[src/rtl/wb_pkg.sv]
package wb_pkg;
    typedef enum logic [0:0] {
        DR_IDLE = 1'b0,
        DR_SEND = 1'b1
    } drain_state_e;
endpackage

[src/rtl/wb_blk_match.sv]
module wb_blk_match #(
    parameter int N_ENT = 4,
    parameter int BLK_W = 30,
    parameter int IDX_W = 2
) (
    input  logic [BLK_W-1:0]            req_blk,
    input  logic                        req_io,
    input  logic [N_ENT-1:0]            ent_vld,
    input  logic [N_ENT-1:0]            ent_io,
    input  logic [N_ENT-1:0]            lock_vec,
    input  logic [N_ENT-1:0][BLK_W-1:0] ent_blk,
    output logic                        hit,
    output logic [IDX_W-1:0]            hit_idx
);
    logic [N_ENT-1:0] cand;

    // a slot is a fold target only when held, cacheable, unlocked and same block
    for (genvar g = 0; g < N_ENT; g++) begin : g_cmp
        assign cand[g] = ent_vld[g] && !ent_io[g] && !lock_vec[g]
                         && (ent_blk[g] == req_blk);
    end

    always_comb begin
        hit     = !req_io && (|cand);
        hit_idx = '0;
        for (int i = N_ENT - 1; i >= 0; i--) begin
            if (cand[i]) hit_idx = IDX_W'(i);
        end
    end
endmodule

[src/rtl/wb_drain_fsm.sv]
module wb_drain_fsm
    import wb_pkg::*;
(
    input  logic clk,
    input  logic rst_n,
    input  logic have_data,
    input  logic more_data,
    input  logic mem_ready,
    output logic busy,
    output logic pop
);
    drain_state_e state_q, state_d;

    always_ff @(posedge clk) begin
        if (!rst_n) state_q <= DR_IDLE;
        else        state_q <= state_d;
    end

    always_comb begin
        state_d = state_q;
        unique case (state_q)
            DR_IDLE: if (have_data) state_d = DR_SEND;
            DR_SEND: if (mem_ready) state_d = more_data ? DR_SEND : DR_IDLE;
            default: state_d = DR_IDLE;
        endcase
    end

    always_comb begin
        busy = (state_q == DR_SEND);
        pop  = busy && mem_ready;
    end
endmodule

[src/rtl/wb_merge_buf.sv]
module wb_merge_buf #(
    parameter int                N_ENT   = 4,
    parameter int                N_WORDS = 4,
    parameter int                ADDR_W  = 32,
    parameter int                DATA_W  = 32,
    parameter logic [ADDR_W-1:0] IO_BASE = 32'hF000_0000,
    parameter logic [ADDR_W-1:0] IO_MASK = 32'hF000_0000
) (
    input  logic                      clk,
    input  logic                      rst_n,
    input  logic                      st_valid,
    input  logic [ADDR_W-1:0]         st_addr,
    input  logic [DATA_W-1:0]         st_data,
    output logic                      st_ready,
    output logic                      mem_valid,
    output logic [ADDR_W-1:0]         mem_addr,
    output logic [N_WORDS*DATA_W-1:0] mem_data,
    output logic [N_WORDS-1:0]        mem_wmask,
    input  logic                      mem_ready
);
    localparam int OFF_W = $clog2(N_WORDS);
    localparam int BLK_W = ADDR_W - OFF_W;
    localparam int IDX_W = $clog2(N_ENT);
    localparam int CNT_W = $clog2(N_ENT + 1);

    logic [N_ENT-1:0]                           ent_vld;
    logic [N_ENT-1:0]                           ent_io;
    logic [N_ENT-1:0][BLK_W-1:0]                ent_blk;
    logic [N_ENT-1:0][N_WORDS-1:0]              ent_mask;
    logic [N_ENT-1:0][N_WORDS-1:0][DATA_W-1:0]  ent_data;

    logic [IDX_W-1:0] head_q, tail_q;
    logic [CNT_W-1:0] cnt_q;

    logic [BLK_W-1:0] st_blk;
    logic [OFF_W-1:0] st_word;
    logic             st_io;
    logic [N_ENT-1:0] lock_vec;
    logic             match_hit;
    logic [IDX_W-1:0] match_idx;
    logic             busy, pop, full, do_merge, do_alloc;

    function automatic logic [IDX_W-1:0] ptr_next(input logic [IDX_W-1:0] p);
        return (p == IDX_W'(N_ENT - 1)) ? '0 : p + 1'b1;
    endfunction

    assign st_blk  = st_addr[ADDR_W-1:OFF_W];
    assign st_word = st_addr[OFF_W-1:0];
    assign st_io   = ((st_addr & IO_MASK) == IO_BASE);

    always_comb begin
        lock_vec = '0;
        if (busy) lock_vec[head_q] = 1'b1;
    end

    wb_blk_match #(.N_ENT(N_ENT), .BLK_W(BLK_W), .IDX_W(IDX_W)) u_match (
        .req_blk  (st_blk),
        .req_io   (st_io),
        .ent_vld  (ent_vld),
        .ent_io   (ent_io),
        .lock_vec (lock_vec),
        .ent_blk  (ent_blk),
        .hit      (match_hit),
        .hit_idx  (match_idx)
    );

    wb_drain_fsm u_fsm (
        .clk       (clk),
        .rst_n     (rst_n),
        .have_data (cnt_q != '0),
        .more_data (cnt_q > CNT_W'(1)),
        .mem_ready (mem_ready),
        .busy      (busy),
        .pop       (pop)
    );

    assign full     = (cnt_q == CNT_W'(N_ENT));
    assign st_ready = match_hit || !full;
    assign do_merge = st_valid && st_ready && match_hit;
    assign do_alloc = st_valid && st_ready && !match_hit;

    always_ff @(posedge clk) begin
        if (!rst_n) begin
            ent_vld <= '0;
            head_q  <= '0;
            tail_q  <= '0;
            cnt_q   <= '0;
        end else begin
            if (do_merge) begin
                ent_data[match_idx][st_word] <= st_data;
                ent_mask[match_idx][st_word] <= 1'b1;
            end
            if (do_alloc) begin
                ent_vld[tail_q]           <= 1'b1;
                ent_io[tail_q]            <= st_io;
                ent_blk[tail_q]           <= st_blk;
                ent_mask[tail_q]          <= N_WORDS'(1) << st_word;
                ent_data[tail_q]          <= '0;
                ent_data[tail_q][st_word] <= st_data;
                tail_q                    <= ptr_next(tail_q);
            end
            if (pop) begin
                ent_vld[head_q] <= 1'b0;
                head_q          <= ptr_next(head_q);
            end
            cnt_q <= cnt_q + CNT_W'(do_alloc) - CNT_W'(pop);
        end
    end

    always_comb begin
        mem_valid = busy;
        mem_addr  = {ent_blk[head_q], {OFF_W{1'b0}}};
        mem_data  = ent_data[head_q];
        mem_wmask = ent_mask[head_q];
    end
endmodule

[config.mk]
export PLATFORM = sky130hd
export DESIGN_NAME = wb_merge_buf
export DESIGN_NICKNAME = d
export VERILOG_FILES = /design/src/rtl/wb_pkg.sv /design/src/rtl/wb_blk_match.sv /design/src/rtl/wb_drain_fsm.sv /design/src/rtl/wb_merge_buf.sv
export SDC_FILE = /design/constraint.sdc
export NUM_CORES = 1
export LEC_CHECK = 0
export ABC_AREA = 0
export ABC_CLOCK_PERIOD_IN_PS = 7400
export BUFFER_PORTS_ARGS = -buffer_cell sky130_fd_sc_hd__buf_2
export CORE_UTILIZATION = 61
export CTS_CLUSTER_SIZE = 14
export DETAILED_ROUTE_END_ITERATION = 12
export GPL_ROUTABILITY_DRIVEN = 0
export PLACE_DENSITY_LB_ADDON = 0.25
export SLEW_MARGIN = 40
export SYNTH_ARGS = -nofsm -noshare
export SYNTH_HDL_FRONTEND = slang
export SYNTH_SLANG_ARGS = --single-unit
[constraint.sdc]
create_clock -name clk -period 7.4 [get_ports clk]
set_input_delay 0 -clock clk [delete_from_list [all_inputs] [get_ports clk]]
set_output_delay 0 -clock clk [all_outputs]
set_load 0.02 [all_outputs]
==> results_dict.tcl <==
set metrics [dict create \
    status "complete, no violations" \
    first_pass_iters 6 \
    die_h_um 232 \
    synth_top_area_share_pct 60.9 \
    synth_most_common_cell "edfxtp_1" \
    clockRootBuffer "clkbuf_16" \
    drv_slew 0 \
    cp_max_fo 100 \
    synth-edff-count 652 \
    hp-class "primary input to register" \
    ys_top_cells_by_area "edfxtp_1 61%, mux4_2 11%, o2bb2ai_1 7.0%, a22o_1 3.5%, o22ai_1 2.6%" \
    ys_seq_area_share_pct 61.6 \
    io_pins 234 \
    grt_pass1_vias 21900 \
    fin_setup_tns_ps 0 \
    die_w_um 232 \
    htree_levels 3 \
    drive_above_1_share_pct 23.7 \
    cts_tree "built" \
    syn_avg_cell_area_um2 14.9 \
    setup_ws_ps 2940 \
    grt.overflow.total 0 \
    via_per_inst 7.07 \
    crit_type "register to register" \
    fin_worst_skew_ps 18.1 \
    powerDensity_mw_per_mm2 293 \
    via_count 22000 \
    critPathCaptureType "register" \
    leakage_nw 13.2 \
    synth_flop_cell "edfxtp_1" \
    drtAntennaViolNets 0 \
    worstRegToRegCells 9 \
    max-cap-violations 0 \
    antenna_found_initial 0 \
    dieArea_mm2 0.0537 \
    place_ws_ps 3120 \
    cts_buffer_depth 3 \
    post_cts_buffers 0 \
    antenna_cells 0 \
    hold_viol_final 0 \
    fillers 3321 \
    synthToLayoutAreaGrowth_pct 14.8 \
    synth_warnings 0 \
    start_util_pct 62.2 \
    seqCellArea_mm2 0.0198 \
    stdcell_area_mm2 0.0369 \
    synth-seq-cells 664 \
    grt.total_usage_pct 34.1 \
    worst_pin_slew_ps 877 \
    synthCells 2161 \
    placed_area_mm2 0.0340 \
    setup_violations 0 \
    totalWireLength_mm 90.1 \
    grt_pass1_wl_mm 137 \
    wl_per_cell_um 28.9 \
    synth_area_mm2 0.0322 \
    cp_data_required_time_ps 7710 \
    core_area_mm2 0.0517 \
    async_reset_ff_share_pct 0 \
    synth_top_area_cell "edfxtp_1" \
    irDropWorstVdd_v 0.000259 \
    holdPathStages 3 \
    relSlewSlack_pct 41.5 \
    dp_cells 2921 \
    finalCriticalPeriod_ps 4460 \
    multi_input_area_mm2 0.0111 \
    cts_sinks 664 \
    finish.utilization_pct 71.4 \
    io_buffers 231 \
    finalNonFillerCells 3114 \
    numCtsBuffers 71 \
    nNetsFinal 2459 \
    synth_commonest_cells "652 x edfxtp_1, 256 x o2bb2ai_1, 162 x mux4_2, 151 x inv_1, 151 x nand2_1" \
    rows 83 \
    clk_latency_ps 600 \
    fin_crit_sh_pct 60.2 \
    drc 0 \
    synthDistinctLibCells 50 \
    first_iter_violations 2592 \
    fmax_mhz 224 \
    dpl.hpwl_mm 54.0 \
    cp.arrival_ps 4760 \
    cts.clk_slew.worst_paths_ps 60 \
    rsz0062_at_grt "no" \
    grt_max_degree 133 \
    cp-start-kind "register" \
]
area by class of cell:
cell class                      count  area share [%]
Clock buffer                       90            5.23
Clock inverter                     38           0.769
Inverter                          151            1.53
Multi-Input combinational cell   1145            30.1
Sequential cell                   664            53.7
Tap cell                          680            2.30
Timing Repair Buffer              346            6.44
registers in the layout, summed over array words and instances, names as in the netlist:
signal and flops:
cnt_q 3, head_q 2, ent_mask 16, tail_q 2, ent_data 512, ent_blk 120, ent_io 4, u_fsm.busy 1
ent_vld 4
metal layers:
layer  up-vias  track usage (%)  part of all wire (%)
met4         0             13.3                   3.7
li1       9177                -                     -
met3       210             8.16                    12
met5         -                0                     0
met1     11100             48.0                    37
met2      1558             51.8                    47
logic make-up after synthesis:
kind of cell / count (synthesis) / share of synthesized area [%]
muxes: 162 / 11.3
xor gates and xnor gates: 123 / 3.35
buffers and inverters: 353 / 4.61
adders and majority gates: 12 / 0.490
DFF: 664 / 61.6
other: 1 / 0.0117
AOI/OAI and AO/OA: 576 / 14.6
and+or+nand+nor: 270 / 4.02
repair_timing:
item                                    in CTS  in global routing
endpoints found under the setup margin       0                  0
hold buffers                                64                  0
endpoints found under the hold margin      535                  0
resized for setup                            0                  0
report_power, final:
group	total (W)	internal, W	switching [W]
logic	0.00248	0.00103	0.00145
clock network	0.00345	0.00199	0.00146
registers	0.00489	0.00465	0.000236
path summary, 6_finish.rpt:
path                            startpoint            end  slack [ps]
worst max-delay path             head_q[1]  ent_data[408]        2940
worst min-delay path            st_addr[0]   ent_mask[15]          30
worst max register to register   head_q[1]  ent_data[408]        2940
worst min register to register  ent_vld[3]     ent_vld[3]         520
cells in the final DEF, fill, tap and decap left out, types with 5 or more instances in the layout:
cell type	instances
clkbuf_16	75
buf_8	5
nand4_1	23
o2bb2ai_1	256
dlygate4sd3_1	64
xnor2_1	43
nor2_1	13
dfxtp_1	10
clkinv_2	8
edfxtp_1	652
buf_4	29
a21oi_1	6
a22o_1	128
buf_12	5
ha_1	11
or4_1	7
nand3_1	10
clkbuf_1	15
a22oi_4	5
o21ai_0	18
buf_2	230
nor4_1	26
buf_6	10
inv_1	151
o22ai_1	132
xor2_1	80
nand2_1	151
mux4_2	162
nor3_1	8
clkinv_1	20
worst max-delay path, stage by stage (launching register included):
cell,delay [ps]
dfxtp_4,920
inv_1,150
ha_1,240
a211oi_1,380
nand4b_1,150
nor3_1,380
o41a_4,550
o21a_4,550
buf_12,500
o22ai_1,180
per-stage QoR:
step	hold slack, ps	power (W)
CTS	0.127	0.0108
finish	33.3	0.0108
global route	26.1	0.0112
floorplan	98.9	0.00649
global placement	308	0.00728
detailed placement	316	0.00738
Note: power is estimated with default switching activity, not from simulation.
